`src/rtl/eth_nib_pkg.sv`:
```
package eth_nib_pkg;

  localparam logic [31:0] CRC_POLY_REFL = 32'hEDB88320;
  localparam logic [31:0] CRC_PRESET    = 32'hFFFFFFFF;
  localparam logic [7:0]  PRE_BYTE      = 8'h55;
  localparam logic [7:0]  SFD_BYTE      = 8'hD5;
  localparam int          ADDR_BYTES    = 6;
  localparam int          FCS_BYTES     = 4;

  // Advance a reflected CRC-32 by one nibble, bit 0 of the nibble first.
  function automatic logic [31:0] crc32_nib(input logic [31:0] c, input logic [3:0] d);
    logic [31:0] r;
    r = c;
    for (int i = 0; i < 4; i++) begin
      if (r[0] ^ d[i]) r = (r >> 1) ^ CRC_POLY_REFL;
      else             r = r >> 1;
    end
    return r;
  endfunction

endpackage

```
`src/rtl/eth_crc_nib.sv`:
```
module eth_crc_nib
  import eth_nib_pkg::*;
(
  input  logic        clk,
  input  logic        rst,
  input  logic        init,
  input  logic        en,
  input  logic [3:0]  nib,
  output logic [31:0] crc
);

  always_ff @(posedge clk) begin
    if (rst || init)  crc <= CRC_PRESET;
    else if (en)      crc <= crc32_nib(crc, nib);
  end

endmodule

```
`src/rtl/eth_gap_timer.sv`:
```
module eth_gap_timer #(
  parameter int IFG_NIBBLES = 24
) (
  input  logic clk,
  input  logic rst,
  input  logic load,
  output logic ready
);

  localparam int GW = $clog2(IFG_NIBBLES + 2);

  logic [GW-1:0] remain;

  always_ff @(posedge clk) begin
    if (rst)                  remain <= '0;
    else if (load)            remain <= GW'(IFG_NIBBLES);
    else if (remain != '0)    remain <= remain - 1'b1;
  end

  assign ready = (remain == '0);

endmodule

```
`src/rtl/eth_frame_mux.sv`:
```
module eth_frame_mux
  import eth_nib_pkg::*;
#(
  parameter int          PREAMBLE_BYTES = 7,
  parameter int          PAYLOAD_BYTES  = 48,
  parameter logic [7:0]  PAYLOAD_FILL   = 8'h00,
  parameter int          IDX_W          = 8
) (
  input  logic [IDX_W-1:0] idx,
  input  logic [47:0]      dst,
  input  logic [47:0]      src,
  input  logic [31:0]      crc,
  output logic [3:0]       nib,
  output logic             crc_take
);

  localparam int HDR_BYTES = PREAMBLE_BYTES + 1;
  localparam int DST_B0    = HDR_BYTES;
  localparam int SRC_B0    = HDR_BYTES + ADDR_BYTES;
  localparam int DATA_NIB0 = 2 * HDR_BYTES;
  localparam int FCS_NIB0  = 2 * (HDR_BYTES + 2 * ADDR_BYTES + PAYLOAD_BYTES);

  always_comb begin
    int ni;
    int bi;
    logic [7:0] byt;
    ni       = int'(idx);
    bi       = ni >> 1;
    byt      = PAYLOAD_FILL;
    nib      = '0;
    crc_take = 1'b0;
    if (ni < FCS_NIB0) begin
      if (bi < PREAMBLE_BYTES)       byt = PRE_BYTE;
      else if (bi == PREAMBLE_BYTES) byt = SFD_BYTE;
      else begin
        for (int j = 0; j < ADDR_BYTES; j++) begin
          if (bi == DST_B0 + j) byt = dst[8*(ADDR_BYTES-1-j) +: 8];
          if (bi == SRC_B0 + j) byt = src[8*(ADDR_BYTES-1-j) +: 8];
        end
      end
      nib      = idx[0] ? byt[7:4] : byt[3:0];
      crc_take = (ni >= DATA_NIB0);
    end else begin
      for (int j = 0; j < 2 * FCS_BYTES; j++) begin
        if (ni == FCS_NIB0 + j) nib = ~crc[4*j +: 4];
      end
    end
  end

endmodule

```
`src/rtl/eth_nib_tx.sv`:
```
module eth_nib_tx
  import eth_nib_pkg::*;
#(
  parameter int          PREAMBLE_BYTES = 7,
  parameter int          PAYLOAD_BYTES  = 48,
  parameter logic [7:0]  PAYLOAD_FILL   = 8'h00,
  parameter int          IFG_NIBBLES    = 24
) (
  input  logic        clk,
  input  logic        rst,
  input  logic        start,
  input  logic [47:0] dst_mac,
  input  logic [47:0] src_mac,
  output logic [3:0]  txd,
  output logic        tx_en
);

  localparam int TOTAL_BYTES = PREAMBLE_BYTES + 1 + 2 * ADDR_BYTES + PAYLOAD_BYTES + FCS_BYTES;
  localparam int TOTAL_NIB   = 2 * TOTAL_BYTES;
  localparam int CNT_W       = $clog2(TOTAL_NIB + 1);
  localparam logic [CNT_W-1:0] LAST_IDX = CNT_W'(TOTAL_NIB - 1);

  logic [CNT_W-1:0] cnt;
  logic [CNT_W-1:0] sel_idx;
  logic [47:0]      dst_q;
  logic [47:0]      src_q;
  logic [31:0]      crc;
  logic [3:0]       nxt_nib;
  logic             nxt_data;
  logic             gap_ok;
  logic             launch;
  logic             last;

  // Index of the nibble that will be on txd after the coming edge.
  assign sel_idx = tx_en ? cnt + 1'b1 : '0;
  assign last    = tx_en && (cnt == LAST_IDX);
  assign launch  = start && !tx_en && gap_ok;

  eth_frame_mux #(
    .PREAMBLE_BYTES (PREAMBLE_BYTES),
    .PAYLOAD_BYTES  (PAYLOAD_BYTES),
    .PAYLOAD_FILL   (PAYLOAD_FILL),
    .IDX_W          (CNT_W)
  ) u_mux (
    .idx      (sel_idx),
    .dst      (dst_q),
    .src      (src_q),
    .crc      (crc),
    .nib      (nxt_nib),
    .crc_take (nxt_data)
  );

  eth_crc_nib u_crc (
    .clk  (clk),
    .rst  (rst),
    .init (launch),
    .en   (tx_en && !last && nxt_data),
    .nib  (nxt_nib),
    .crc  (crc)
  );

  eth_gap_timer #(
    .IFG_NIBBLES (IFG_NIBBLES)
  ) u_gap (
    .clk   (clk),
    .rst   (rst),
    .load  (last),
    .ready (gap_ok)
  );

  always_ff @(posedge clk) begin
    if (rst) begin
      tx_en <= 1'b0;
      txd   <= '0;
      cnt   <= '0;
      dst_q <= '0;
      src_q <= '0;
    end else if (launch) begin
      tx_en <= 1'b1;
      txd   <= nxt_nib;
      cnt   <= '0;
      dst_q <= dst_mac;
      src_q <= src_mac;
    end else if (tx_en) begin
      if (last) begin
        tx_en <= 1'b0;
        txd   <= '0;
      end else begin
        txd <= nxt_nib;
        cnt <= cnt + 1'b1;
      end
    end
  end

endmodule

```
`config.mk`:
```
export PLATFORM = sky130hd
export DESIGN_NAME = eth_nib_tx
export DESIGN_NICKNAME = d
export VERILOG_FILES = /design/src/rtl/eth_nib_pkg.sv /design/src/rtl/eth_crc_nib.sv /design/src/rtl/eth_gap_timer.sv /design/src/rtl/eth_frame_mux.sv /design/src/rtl/eth_nib_tx.sv
export SDC_FILE = /design/constraint.sdc
export NUM_CORES = 1
export LEC_CHECK = 0
export CAP_MARGIN = 20
export CORE_ASPECT_RATIO = 1.1
export CORE_MARGIN = 5
export CORE_UTILIZATION = 50
export CTS_BUF_LIST = sky130_fd_sc_hd__clkbuf_4
export DETAILED_ROUTE_END_ITERATION = 6
export HOLD_SLACK_MARGIN = 0.08
export PLACE_DENSITY = 0.85
export RECOVER_POWER = 50
export SLEW_MARGIN = 20
export SYNTH_ARGS = -nofsm -noshare
export SYNTH_HDL_FRONTEND = slang
export SYNTH_SLANG_ARGS = --single-unit
```
`constraint.sdc`:
```
create_clock -name clk -period 4.4 [get_ports clk]
set_input_delay 0.44 -clock clk [delete_from_list [all_inputs] [get_ports clk]]
set_output_delay 0.44 -clock clk [all_outputs]
set_load 0.05 [all_outputs]
```
Word level (Yosys, flattened, before mapping)
Index checks and enable logic that the tools add are counted.

Bits of input ports: 99. Register bits: 146. Logic and storage cells: 111. Output and inout port bits: 5.

Multiplexer cells: 44. Bitwise logic cells: 17. Add/subtract/negate cells: 2. Equality and inequality tests: 22. Reduce and logical (&&, ||, !) cells: 15. Order comparisons: 3.

Operator list (number): $mux 32 (10); $mux 8 (15); $eq 8x8->1 const B (9); $eq 7x5->1 const B (8); $not 13->14 (4); $mux 4 (13); $not 4->4 (8); $eq 7x6->1 const B (4); $mux 5 (2); $add 8x1->8 const B (1); $ge 8x5->1 const B (1); $lt 8x8->1 const B (1); $eq 7x4->1 const B (1); $lt 7x3->1 const B (1); $logic_and 1x1->1 (5); $logic_not 5->1 (1); $reduce_bool 5->1 (1); $sub 5x1->5 const B (1); $mux 1 (4); $reduce_bool 2->1 (2); $reduce_or 2->1 (2); $xor 1x1->1 (4); $logic_not 1->1 (2); $reduce_and 2->1 (1); other kinds (2) (2).

Logic depth before layout (Yosys ltp)
Depth in word-level cells: 33. Mapped depth: 17. Mapped depth without buffers: 12.

Modules after synthesis
A second synthesis with hierarchy kept.

Cell total of the unflattened synthesis: 929. Area total of the unflattened synthesis: 7404.6 um^2.

Modules (own cells, without submodules): eth_nib_tx (area each 4046.4 um^2, seq. area each 2182.1 um^2, cells an instance 511, instances 1); eth_frame_mux (area each 1612.8 um^2, seq. area each 0.0 um^2, cells an instance 239, instances 1); eth_crc_nib (area each 1501.4 um^2, seq. area each 640.6 um^2, cells an instance 155, instances 1); eth_gap_timer (area each 244.0 um^2, seq. area each 100.1 um^2, cells an instance 24, instances 1).

Least setup slack after synthesis
OpenSTA, ideal clock, no wires.

Kind: reg-to-reg. Start point: register tx_en. End point: register u_crc.crc[20]. Path buffers: 4. Data required time: 4.312 ns. Period minus slack after synthesis: 3.846 ns. Arrival: 3.758 ns. Cell stages (with the launch flop): 15. Path slack: 0.554 ns. Cell sequence: dfxtp_1 buf_2 inv_1 clkbuf_1 nor2_1 clkbuf_1 mux2i_1 nor3_1 a2111o_1 a22oi_2 xor2_4 xor3_2 buf_6 mux2i_1 nor4_2.

Word-level cells in the longest chain between the ends: 31.

Ends and longest elaborated chain: from (decl) (RTL line eth_nib_tx.sv:15) `output logic tx_en`; from (signal assigned) (RTL line eth_nib_tx.sv:73) `tx_en <= 1'b0;`; from (signal assigned) (RTL line eth_nib_tx.sv:79) `tx_en <= 1'b1;`; from (signal assigned) (RTL line eth_nib_tx.sv:86) `tx_en <= 1'b0;`; $mux 8 (RTL line eth_nib_tx.sv:35) `assign sel_idx = tx_en ? cnt + 1'b1 : '0;`; $eq 7x5->1 (RTL line eth_frame_mux.sv:37) `if (bi == DST_B0 + j) byt = dst[8*(ADDR_BYTES-1-j) +: 8];`; $mux 8 (RTL line eth_frame_mux.sv:37); $mux 8 (RTL line eth_frame_mux.sv:38) `if (bi == SRC_B0 + j) byt = src[8*(ADDR_BYTES-1-j) +: 8];`; $mux 8 (RTL line eth_frame_mux.sv:37); $mux 8 (RTL line eth_frame_mux.sv:38); $mux 8 (RTL line eth_frame_mux.sv:37); $mux 8 (RTL line eth_frame_mux.sv:38); [15 not listed]; $mux 32 (RTL line eth_crc_nib.sv:14) `else if (en) crc <= crc32_nib(crc, nib);`; $mux 32 (RTL line eth_crc_nib.sv:13) `if (rst || init) crc <= CRC_PRESET;`; $not 13->14 (no line); $mux 32 (RTL line eth_nib_pkg.sv:15) `if (r[0] ^ d[i]) r = (r >> 1) ^ CRC_POLY_REFL;`; $mux 32 (RTL line eth_crc_nib.sv:14); $mux 32 (RTL line eth_crc_nib.sv:13); $not 13->14 (no line); $mux 32 (RTL line eth_nib_pkg.sv:15); to (signal assigned) (RTL line eth_crc_nib.sv:14); to (decl) (RTL line eth_crc_nib.sv:9) `output logic [31:0] crc`.

Parallel ways exist; a longest one is shown, timed or not. The select of a mux whose other input is x is not followed. A chain may end at the register's enable or synchronous reset.

Final worst setup path
Start point: register cnt[1]. End point: register u_crc.crc[26].

Word-level cells in the longest chain between the ends: 32.

Ends and longest elaborated chain: from (decl) (RTL line eth_nib_tx.sv:23) `logic [CNT_W-1:0] cnt;`; from (signal assigned) (RTL line eth_nib_tx.sv:90) `cnt <= cnt + 1'b1;`; $add 8x1->8 (RTL line eth_nib_tx.sv:35); $mux 8 (RTL line eth_nib_tx.sv:35); $eq 7x5->1 (RTL line eth_frame_mux.sv:37); $mux 8 (RTL line eth_frame_mux.sv:37); $mux 8 (RTL line eth_frame_mux.sv:38); $mux 8 (RTL line eth_frame_mux.sv:37); $mux 8 (RTL line eth_frame_mux.sv:38); $mux 8 (RTL line eth_frame_mux.sv:37); [16 not listed]; $mux 32 (RTL line eth_crc_nib.sv:14); $mux 32 (RTL line eth_crc_nib.sv:13); $not 13->14 (no line); $mux 32 (RTL line eth_nib_pkg.sv:15); $mux 32 (RTL line eth_crc_nib.sv:14); $mux 32 (RTL line eth_crc_nib.sv:13); $not 13->14 (no line); $mux 32 (RTL line eth_nib_pkg.sv:15).

Parallel ways exist; a longest one is shown, timed or not. The select of a mux whose other input is x is not followed.

==> impl_metrics.json <==
{
  "criticalPathCategory": "flip-flop to flip-flop",
  "clockBufferDepth": 2,
  "maxSlewViolCount": 97,
  "core_area_mm2": 0.0162,
  "path_clk_slew_ns": 0.14,
  "place_congestion": 0.986,
  "ir_worst_vdd_mv": 0.209,
  "synthFlopType": "dfxtp_1",
  "setup-tns-final_ns": 0,
  "firstDrtPassIters": 5,
  "cts_made_buffers": 17,
  "die_h_um": 145,
  "hold_slack_ns": 0.168,
  "async_reset_ff_share_pct": 0,
  "post_cts.repair.setup_buffers": 0,
  "post_dp_cell_area_mm2": 0.00957,
  "layout-drive-gt1-share_pct": 10.2,
  "syn_inst": 1075,
  "syn_avg_cell_area_um2": 7.66,
  "max_freq_ghz": 0.242,
  "hold_class": "input pin to flip-flop",
  "routed_wl_mm": 27.2,
  "synth.distinct_cells": 86,
  "grt_max_degree": 97,
  "worst_path_max_delay_cell": "or4b_1",
  "violations": "capacitance limit, slew limit",
  "initial_core_util_pct": 50.7,
  "cap_violations": 1,
  "ant_nets": 0,
  "hpwlAfterDp_mm": 20.6,
  "crit_path_start_kind": "flip-flop",
  "clkPwrFrac_pct": 21.2,
  "clkLatencyLatePin_ns": 0.57,
  "route.detailed.drc": 0,
  "worstPathRequired_ns": 4.89,
  "arrival_ns": 4.62,
  "cts_max_level": 4,
  "crit_top_cell": "o21a_1",
  "pwr-share-comb_pct": 35.8,
  "ys_warn_count": 0,
  "area_delta_synth_final_pct": 19.6,
  "grt_pass1_vias": 7805,
  "synth-seq-cells": 146,
  "rows": 49,
  "slew_headroom_pct": -17.3,
  "yosysSeqAreaShare_pct": 35.5,
  "antenna_found_initial": 1,
  "fin_nets": 1268,
  "vias_per_cell": 6.04,
  "utilization_pct": 60.6,
  "setup_violations": 0,
  "die_width_um": 132,
  "stdcell_area_mm2": 0.00985,
  "portBuffers": 103,
  "postSynthNetCount": 1176,
  "finalHoldViolations": 0,
  "grt_usage_pct": 27.7,
  "cts_tree": "done",
  "fillCellCount": 1477,
  "worst-path-buf-inv": 2,
  "wl_per_cell_um": 19.6,
  "synthesis.area_mm2": 0.00824,
  "root_buffer": "clkbuf_4",
  "period_share_pct": 93.8,
  "finalCriticalPeriod_ns": 4.13,
  "rsz0062_at_grt": "no",
  "grt_pass1_wl_mm": 42.2,
  "post-place-ws_ns": 0.192,
  "worstPathMaxFanout": 13,
  "ios": 104,
  "finalClockSkew_ns": 0.0232,
  "synth_edf_count": 0,
  "drtIter0Drc": 958,
  "p_per_area_mw_per_mm2": 411,
  "endpoint_kind": "flip-flop",
  "crit_chain": "ha_1 -> buf_4 -> or4b_1 -> a211oi_2 -> o21a_1 -> nand2_1 -> o21a_1 -> a221o_1 -> a22oi_2 -> xor2_4 -> xor3_2 -> buf_12 -> mux2i_1 -> nor4_2",
  "seqPwrFrac_pct": 43.0,
  "switching_share_pct": 40.1,
  "power.leakage_uw": 0.00360,
  "p_int_uw": 2420,
  "p_sw_uw": 1620,
  "cpPeakStageDelay_ns": 0.50,
  "vias": 8367,
  "status": "complete, but fails checks",
  "setup_ws_ns": 0.274,
  "die_area_mm2": 0.0191,
  "cp_top_family": "compound AO/OA/AOI/OAI gates",
  "worst_slew_pin_slew_ns": 1.76,
  "grt-ovfl-total": 0,
  "clock-sinks": 146
}
-- stage by stage --
stage,power (µW),cells
2_1_floorplan,2690,1075
3_5_place_dp,3210,1352
6_report,4050,1385
4_1_cts,4050,1384
3_3_place_gp,3180,1352
5_1_grt,4280,1385
-- kinds of logic after synthesis --
logic type                 after synthesis  share of synthesized area, %
AOI/OAI and AO/OA                      324                          25.3
muxes                                   16                          2.05
buffers and inverters                  100                          5.36
xor gates and xnor gates                42                          6.27
adders and majority gates                2                         0.304
DFF                                    146                          35.5
and+or+nand+nor                        445                          25.3
-- power groups by stage --
stage	clock network (µW)	logic (µW)	registers (µW)
floorplan	0	956	1730
global placement	0	1420	1760
detailed placement	0	1440	1770
CTS	870	1450	1740
global route	934	1580	1760
finish	858	1450	1740
-- layout by cell type, fill, tap and decap left out, types with 8 or more instances in the layout --
| master | count |
|---|---|
| clkbuf_4 | 18 |
| and3_1 | 21 |
| inv_1 | 18 |
| nor2_1 | 30 |
| buf_4 | 49 |
| a31oi_1 | 9 |
| xnor2_1 | 22 |
| o21ai_0 | 37 |
| o2111ai_1 | 9 |
| and2_1 | 9 |
| a211oi_1 | 9 |
| nor2b_1 | 8 |
| mux2i_1 | 11 |
| nor3_1 | 28 |
| nand2_1 | 252 |
| o211ai_1 | 20 |
| a21oi_1 | 149 |
| xor2_1 | 8 |
| dfxtp_1 | 145 |
| clkdlybuf4s50_1 | 97 |
| nand4_1 | 9 |
| nand3_1 | 33 |
-- sequential cells by signal, indices dropped and copies added (netlist names) --
signal,flops
dst_q,48
src_q,48
u_crc.crc,32
cnt,8
u_gap.remain,5
txd,4
tx_en,1
-- worst reg2reg max path, stage by stage, from the launching register on --
cell and delay, ns:
dfxtp_2 0.41, ha_1 0.22, buf_4 0.20, or4b_1 0.50, a211oi_2 0.31, o21a_1 0.30
nand2_1 0.23, o21a_1 0.17, a221o_1 0.34, a22oi_2 0.28, xor2_4 0.18, xor3_2 0.34
buf_12 0.17, mux2i_1 0.13, nor4_2 0.27
-- cell usage after synthesis (all sizes together) (4+ instances only) --
| cell type | n | share of area (%) |
|---|---|---|
| and2 | 10 | 0.76 |
| or2 | 4 | 0.30 |
| and3 | 23 | 1.8 |
| nand2b | 7 | 0.53 |
| nand2 | 252 | 11 |
| nor2b | 8 | 0.61 |
| nor4 | 7 | 0.76 |
| xnor3 | 5 | 1.4 |
| a21o | 5 | 0.46 |
| or3 | 6 | 0.46 |
| inv | 18 | 0.82 |
| a221o | 5 | 0.61 |
| nand4 | 9 | 0.68 |
| o21ai | 43 | 2.6 |
| a22o | 5 | 0.53 |
| a311oi | 6 | 0.64 |
| nand4b | 7 | 0.74 |
| xor2 | 12 | 1.8 |
| and3b | 5 | 0.53 |
| nand3 | 35 | 2.2 |
| a21oi | 151 | 9.2 |
| o21a | 7 | 0.64 |
| o22ai | 6 | 0.46 |
| a211oi | 10 | 0.97 |
| o211ai | 21 | 2.0 |
| a31oi | 9 | 0.68 |
| mux2i | 12 | 1.5 |
| buf | 28 | 2.1 |
| clkbuf | 54 | 2.5 |
| dfxtp | 146 | 35 |
| a2111oi | 4 | 0.73 |
| o2111ai | 9 | 0.96 |
| xnor2 | 23 | 2.5 |
| nor2 | 31 | 1.4 |
| mux2 | 4 | 0.59 |
| o221ai | 5 | 0.53 |
| nor3 | 29 | 1.8 |
| nor3b | 5 | 0.46 |
-- path summary, 6_finish.rpt --
| check | startpoint | endpoint | slack (ns) | cells after the start |
|---|---|---|---|---|
| worst max-delay path | cnt[1] | u_crc.crc[26] | 0.27 | 14 |
| worst min-delay path | rst | src_q[7] | 0.17 | 2 |
| worst max register to register | cnt[1] | u_crc.crc[26] | 0.27 | 14 |
| worst min register to register | u_gap.remain[4] | u_gap.remain[4] | 0.47 | 2 |
-- routing by layer --
| layer | vias to the layer above | track usage, % | part of all wire (%) |
|---|---|---|---|
| li1 | 4027 | - | - |
| met1 | 3874 | 36.0 | 43 |
| met2 | 395 | 45.7 | 47 |
| met3 | 71 | 5.15 | 7.3 |
| met4 | 0 | 11.4 | 3.5 |
| met5 | - | 0 | 0 |
-- layout make-up --
class	instances	area [µm²]	area share (%)
repair buffers	155	1420	14.4
multi-input cells	829	4900	49.7
clock buffers	18	135	1.37
diodes	1	2.50	0.0254
flip-flops and latches	146	2920	29.7
well taps	204	255	2.59
inverters	18	67.6	0.686
clock inverters	14	145	1.47
-- timing repair --
action                                  4_1_cts  5_1_grt
endpoints found under the setup margin        0       19
resized for setup                             0        6
hold buffers                                  0        0
Power figures use the tool's default switching activity.
